## config.mk

```make
export PLATFORM = sky130hd
export DESIGN_NAME = lcd_sync_gen
export DESIGN_NICKNAME = d
export VERILOG_FILES = /design/src/rtl/lcd_sync_pkg.sv /design/src/rtl/lcd_wrap_counter.sv /design/src/rtl/lcd_window_decode.sv /design/src/rtl/lcd_pix_phase.sv /design/src/rtl/lcd_sync_gen.sv
export SDC_FILE = /design/constraint.sdc
export NUM_CORES = 1
export LEC_CHECK = 0
export BUFFER_PORTS_ARGS = -buffer_cell sky130_fd_sc_hd__buf_2
export CORE_UTILIZATION = 28
export CTS_BUF_LIST = sky130_fd_sc_hd__clkbuf_8
export CTS_CLUSTER_SIZE = 20
export DETAILED_ROUTE_END_ITERATION = 8
export PLACE_DENSITY = 0.44
export SLEW_MARGIN = 10
export SYNTH_ARGS = -nofsm -noshare
export SYNTH_HDL_FRONTEND = slang
export SYNTH_SLANG_ARGS = --single-unit
```

## constraint.sdc

```tcl
create_clock -name clk -period 2.2 [get_ports clk]
set_input_delay 0.44 -clock clk [delete_from_list [all_inputs] [get_ports clk]]
set_output_delay 0.44 -clock clk [all_outputs]
set_load 0.01 [all_outputs]
```

## src/rtl/lcd_sync_pkg.sv

```systemverilog
package lcd_sync_pkg;

   // Tick offset added to the first active tick to absorb the external
   // byte-packing pipeline of narrow buses.
   function automatic int pipe_corr(input int cpp);
      case (cpp)
         1:       return 0;
         2:       return 3;
         3:       return 5;
         default: return 0;
      endcase
   endfunction

   function automatic int cnt_width(input int modulus);
      return (modulus > 1) ? $clog2(modulus) : 1;
   endfunction

   typedef struct packed {
      logic hs_n;
      logic vs_n;
      logic de;
      logic ls;
      logic fs;
   } lcd_sync_t;

endpackage

```

## src/rtl/lcd_wrap_counter.sv

```systemverilog
module lcd_wrap_counter #(
   parameter int MOD = 2,
   parameter int W   = 1
) (
   input  logic         clk,
   input  logic         rst_n,
   input  logic         clr,
   input  logic         step,
   output logic [W-1:0] cnt,
   output logic         last
);

   localparam logic [W-1:0] MAXV = W'(MOD - 1);

   assign last = (cnt == MAXV);

   always_ff @(posedge clk or negedge rst_n) begin
      if (!rst_n)       cnt <= '0;
      else if (clr)     cnt <= '0;
      else if (step)    cnt <= last ? '0 : cnt + 1'b1;
   end

endmodule

```

## src/rtl/lcd_window_decode.sv

```systemverilog
module lcd_window_decode
   import lcd_sync_pkg::*;
#(
   parameter int HW      = 9,
   parameter int VW      = 8,
   parameter int HS_W    = 2,
   parameter int VS_W    = 2,
   parameter int H_START = 7,
   parameter int H_ACT   = 320,
   parameter int V_TOP   = 2,
   parameter int ACT_H   = 240
) (
   input  logic          run,
   input  logic [HW-1:0] hcnt,
   input  logic [VW-1:0] vcnt,
   output lcd_sync_t     sy
);

   localparam logic [HW-1:0] C_HS    = HW'(HS_W);
   localparam logic [HW-1:0] C_VS    = HW'(VS_W);
   localparam logic [HW-1:0] C_HFST  = HW'(H_START);
   localparam logic [HW-1:0] C_HLST  = HW'(H_START + H_ACT - 1);
   localparam logic [VW-1:0] C_VLST  = VW'(V_TOP + ACT_H - 1);

   logic h_in, v_in, line0, tick0;

   assign h_in  = (hcnt >= C_HFST) && (hcnt <= C_HLST);
   assign tick0 = (hcnt == '0);
   assign line0 = (vcnt == '0);

   generate
      if (V_TOP == 0) begin : g_vtop_zero
         assign v_in = (vcnt <= C_VLST);
      end else begin : g_vtop_pos
         localparam logic [VW-1:0] C_VFST = VW'(V_TOP);
         assign v_in = (vcnt >= C_VFST) && (vcnt <= C_VLST);
      end
   endgenerate

   always_comb begin
      sy.hs_n = 1'b1;
      sy.vs_n = 1'b1;
      sy.de   = 1'b0;
      sy.ls   = 1'b0;
      sy.fs   = 1'b0;
      if (run) begin
         sy.hs_n = !(hcnt < C_HS);
         sy.vs_n = !(line0 && (hcnt < C_VS));
         sy.de   = h_in && v_in;
         sy.ls   = tick0;
         sy.fs   = tick0 && line0;
      end
   end

endmodule

```

## src/rtl/lcd_pix_phase.sv

```systemverilog
module lcd_pix_phase #(
   parameter int CPP     = 1,
   parameter int HW      = 9,
   parameter int H_START = 7
) (
   input  logic          clk,
   input  logic          rst_n,
   input  logic          adv,
   input  logic [HW-1:0] hcnt,
   input  logic          de,
   output logic          pix_req
);

   generate
      if (CPP == 1) begin : g_single
         logic unused_ph;
         assign unused_ph = ^{clk, rst_n, adv, hcnt};
         assign pix_req   = de;
      end else begin : g_multi
         localparam int PW = $clog2(CPP);
         localparam logic [PW-1:0] PH_LAST = PW'(CPP - 1);
         localparam logic [HW-1:0] C_PRE   = HW'(H_START - 1);
         logic [PW-1:0] ph;

         always_ff @(posedge clk or negedge rst_n) begin
            if (!rst_n)                ph <= '0;
            else if (!adv)             ph <= '0;
            else if (hcnt == C_PRE)    ph <= '0;
            else if (ph == PH_LAST)    ph <= '0;
            else                       ph <= ph + 1'b1;
         end

         assign pix_req = de && (ph == '0);
      end
   endgenerate

endmodule

```

## src/rtl/lcd_sync_gen.sv

```systemverilog
module lcd_sync_gen
   import lcd_sync_pkg::*;
#(
   parameter int CLK_PER_PIX = 1,
   parameter int ACT_W       = 320,
   parameter int ACT_H       = 240,
   parameter int LINE_PIX    = 336,
   parameter int HS_PIX      = 2,
   parameter int VS_PIX      = 2,
   parameter int FIRST_PIX   = 7,
   parameter int BLANK_LINES = 4
) (
   input  logic clk,
   input  logic rst_n,
   input  logic en,
   output logic hsync_n,
   output logic vsync_n,
   output logic de,
   output logic pix_req,
   output logic line_start,
   output logic frame_start
);

   localparam int CORR     = pipe_corr(CLK_PER_PIX);
   localparam int H_PERIOD = LINE_PIX * CLK_PER_PIX;
   localparam int HS_W     = HS_PIX * CLK_PER_PIX;
   localparam int VS_W     = VS_PIX * CLK_PER_PIX;
   localparam int H_START  = FIRST_PIX * CLK_PER_PIX + CORR;
   localparam int H_ACT    = ACT_W * CLK_PER_PIX;
   localparam int V_LINES  = ACT_H + BLANK_LINES;
   localparam int V_TOP    = BLANK_LINES / 2;
   localparam int HW       = cnt_width(H_PERIOD);
   localparam int VW       = cnt_width(V_LINES);

   generate
      if (CLK_PER_PIX < 1 || CLK_PER_PIX > 3) begin : g_bad_cpp
         $error("lcd_sync_gen: CLK_PER_PIX must be 1, 2 or 3");
      end
      if (H_START + H_ACT > H_PERIOD) begin : g_bad_hwin
         $error("lcd_sync_gen: active window exceeds the line period");
      end
      if (HS_W < 1 || HS_W >= H_START) begin : g_bad_hs
         $error("lcd_sync_gen: hsync width must be nonzero and end before the window");
      end
      if (VS_W < 1 || VS_W > H_PERIOD) begin : g_bad_vs
         $error("lcd_sync_gen: vsync width must fit in one line");
      end
      if (ACT_H < 1 || BLANK_LINES < 0) begin : g_bad_v
         $error("lcd_sync_gen: invalid vertical geometry");
      end
   endgenerate

   logic          run;
   logic          adv;
   logic [HW-1:0] hcnt;
   logic [VW-1:0] vcnt;
   logic          hlast;
   logic          vlast_unused;
   lcd_sync_t     sy;

   always_ff @(posedge clk or negedge rst_n) begin
      if (!rst_n) run <= 1'b0;
      else        run <= en;
   end

   assign adv = run & en;

   lcd_wrap_counter #(.MOD(H_PERIOD), .W(HW)) u_hcnt (
      .clk   (clk),
      .rst_n (rst_n),
      .clr   (!adv),
      .step  (1'b1),
      .cnt   (hcnt),
      .last  (hlast)
   );

   lcd_wrap_counter #(.MOD(V_LINES), .W(VW)) u_vcnt (
      .clk   (clk),
      .rst_n (rst_n),
      .clr   (!adv),
      .step  (hlast),
      .cnt   (vcnt),
      .last  (vlast_unused)
   );

   lcd_window_decode #(
      .HW(HW), .VW(VW), .HS_W(HS_W), .VS_W(VS_W),
      .H_START(H_START), .H_ACT(H_ACT), .V_TOP(V_TOP), .ACT_H(ACT_H)
   ) u_dec (
      .run  (run),
      .hcnt (hcnt),
      .vcnt (vcnt),
      .sy   (sy)
   );

   lcd_pix_phase #(.CPP(CLK_PER_PIX), .HW(HW), .H_START(H_START)) u_phase (
      .clk     (clk),
      .rst_n   (rst_n),
      .adv     (adv),
      .hcnt    (hcnt),
      .de      (sy.de),
      .pix_req (pix_req)
   );

   assign hsync_n     = sy.hs_n;
   assign vsync_n     = sy.vs_n;
   assign de          = sy.de;
   assign line_start  = sy.ls;
   assign frame_start = sy.fs;

endmodule

```

==> summary.md <==
| Metric | Value |
|---|---|
| CTS Root Cell | `clkbuf_8` |
| Layout cells sized above 1 | `0.357` |
| CP arrival | `1.75 ns` |
| Crit start category | `register` |
| DR vias | `953` |
| Pwr dens | `431 nW/um2` |
| Worst-path clk slew | `0.07 ns` |
| Synth area leaders | `dfrtp_1, ha_1, nor2_1, nand3_1, xnor2_1` |
| Nets | `155` |
| Starting Density | `0.292` |
| RePlAce Congestion | `0.849` |
| P_leak | `0.593 nW` |
| Tot GR Track Use | `0.138` |
| Routed Antenna Nets | `0` |
| Final hold violation count | `0` |
| Worst VDD drop | `0.000200 V` |
| Vias in the first global route | `930` |
| FMAX | `457 MHz` |
| Max Slew Vio Count | `0` |
| Largest net degree at the start of global routing | `19` |
| Worst skew pair latency | `0.25 ns` |
| Period minus WS final | `2.19 ns` |
| # Max-Cap Violations | `0` |
| Slowest-stage cell, CP | `dfrtp_1` |
| CTS tree | `built` |
| #FFs+latches synth | `18` |
| Most frequent cells in the layout | `buf_4, nor2_1, dfrtp_1` |
| Synthesis Warnings | `0` |
| RSZ-0062 raised after global routing | `yes` |
| Crit-path max cell delay | `0.42 ns` |
| Worst Setup Path Type | `reg -> out` |
| Wire per inst | `14.1 um` |
| Ports | `9` |
| Commonest non-fill, non-tap cell in the layout | `buf_4` |
| Library cells used by synthesis | `45` |
| Pin slew with the least headroom to its limit | `0.446 ns` |
| Ant diodes | `0` |
| CP endpoint kind | `primary output` |
| Initial antenna violation count | `0` |
| DR vias/cell | `4.94` |
| Tcrit/Tclk final | `0.994` |
| Die Height | `66.8 um` |
| Worst hold path type | `in -> async` |
| Crit-path cells | `nor4_2 -> nand2_1 -> or3_4 -> or2_1 -> buf_2` |
| DRT iter0 DRCs | `27` |
| Clk buf depth | `2` |
| Placement Rows | `23` |
| Largest area contributor in the netlist | `dfrtp_1` |
| Die ar. | `4460 um2` |
| DP Wirelength | `1.95 mm` |
| Die width | `66.8 um` |
| Total gr overflow | `0` |
| Sequential-to-total area share from yosys stat | `0.383` |
| Post-route DRC | `0` |
| 1st-pass router iterations | `4` |
| Core area | `4030 um2` |
| Worst Skew | `0.00224 ns` |
| Setup tns final | `0 ns` |
| Total power | `632 uW` |
| Mean Syn Cell Area | `9.72 um2` |
| Fillers | `432` |
| Cells after synthesis | `121` |
| Final setup violation count | `0` |
| Worst-path maximum fanout | `3` |
| Relative slew slack | `0.702` |
| CP required | `1.76 ns` |
| Drt total wl | `2.73 mm` |
| Post-synth net total | `131` |
| Synthesized cell area | `1180 um2` |
| Area Growth Syn to Fin | `24.7%` |
| TritonCTS Buffers | `3` |
| Synth top area share | `0.383` |
| First-pass GRT wire length | `4.53 mm` |
| CTS H-tree lvls | `1` |
| Status | `complete, no violations` |
| CTS Sinks | `18` |
| Port Buffers | `8` |
state kept, by name (all words and copies together) (netlist names):
signal,count
run,1
u_hcnt.cnt,9
u_vcnt.cnt,8
worst paths after layout:
kind	slack, ns	depth (start not counted)	from	to
min reg2reg	0.47	1	u_hcnt.cnt[0]	u_hcnt.cnt[0]
max reg2reg	0.48	5	u_hcnt.cnt[5]	u_vcnt.cnt[7]
max	0.01	5	u_hcnt.cnt[6]	vsync_n
min	0.11	1	rst_n	u_vcnt.cnt[7]
min in group clk	0.34	1	en	run
max in group asynchronous	1.77	1	rst_n	u_hcnt.cnt[0]
logic make-up after synthesis:
| group | count (synthesis) | synth area share |
|---|---|---|
| AO/OA/AOI/OAI | 23 | 0.160 |
| XOR/XNOR | 6 | 0.0447 |
| adder cells (fa/ha/maj) | 7 | 0.0745 |
| buffers and inverters | 11 | 0.0457 |
| flip-flops | 18 | 0.383 |
| multiplexers | 2 | 0.0170 |
| AND/OR/NAND/NOR | 54 | 0.276 |
power by group:
| group | switching, mW | internal [mW] |
|---|---|---|
| Clock | 0.110 | 0.122 |
| Combinational | 0.0353 | 0.0246 |
| Sequential | 0.00543 | 0.335 |
through the flow:
step	utilization	hold WS (ns)	cells	setup slack, ns	cell area (um2)
2_1_floorplan	-	0.144	121	0.0380	1180
3_5_place_dp	0.325	0.409	183	0.186	1310
6_report	0.364	0.114	193	0.0129	1470
5_1_grt	0.364	0.152	193	-0.0884	1470
4_1_cts	0.344	0.133	188	0.00138	1390
3_3_place_gp	0.325	0.409	183	0.190	1310
worst max-delay path: cells and delay by family (launching register included):
family / cells / cell delay [ns]
AND/OR/NAND/NOR: 4 / 0.94
flip-flops: 1 / 0.42
buffers and inverters: 1 / 0.14
synth_stat cells, drive strengths merged:
cell and instances:
o311ai 1, and4 1, a21oi 7, mux2i 2, nand4b 1, nor4b 1
nand2b 2, xor2 2, a31o 1, dfrtp 18, clkbuf 1, or2 1
and2 2, a22o 1, nand3 8, a311oi 1, nand4 1, o31ai 1
or3 3, a21bo 1, inv 8, o21a 1, nor4 3, ha 7
and3 1, nor2b 1, o2bb2ai 3, o32ai 1, o22a 1, buf 2
o21ai 4, xnor2 4, nand4bb 1, nor3 5, nor2 14, nand2 9
metal layers:
| layer | global-route usage | vias up | wire length (um) |
|---|---|---|---|
| li1 | - | 474 | - |
| met1 | 0.192 | 451 | 1350 |
| met2 | 0.210 | 24 | 1250 |
| met3 | 0.0223 | 4 | 83 |
| met4 | 0.0532 | 0 | 46 |
| met5 | 0 | - | 0 |
what timing repair did:
action	CTS	global route
pin swaps	3	3
setup endpoints to repair	3	4
buffers inserted	2	5
hold buffers	0	0
resized for setup	6	12
area by class of cell:
| type | instances | area [um2] | share of cell area |
|---|---|---|---|
| clock buffer | 3 | 41.3 | 0.0282 |
| inverter | 8 | 30.0 | 0.0205 |
| multi-input combinational | 92 | 718 | 0.490 |
| sequential | 18 | 457 | 0.311 |
| tap | 50 | 62.6 | 0.0427 |
| timing repair buffer | 22 | 158 | 0.108 |
(Power assumes the default switching activity.)
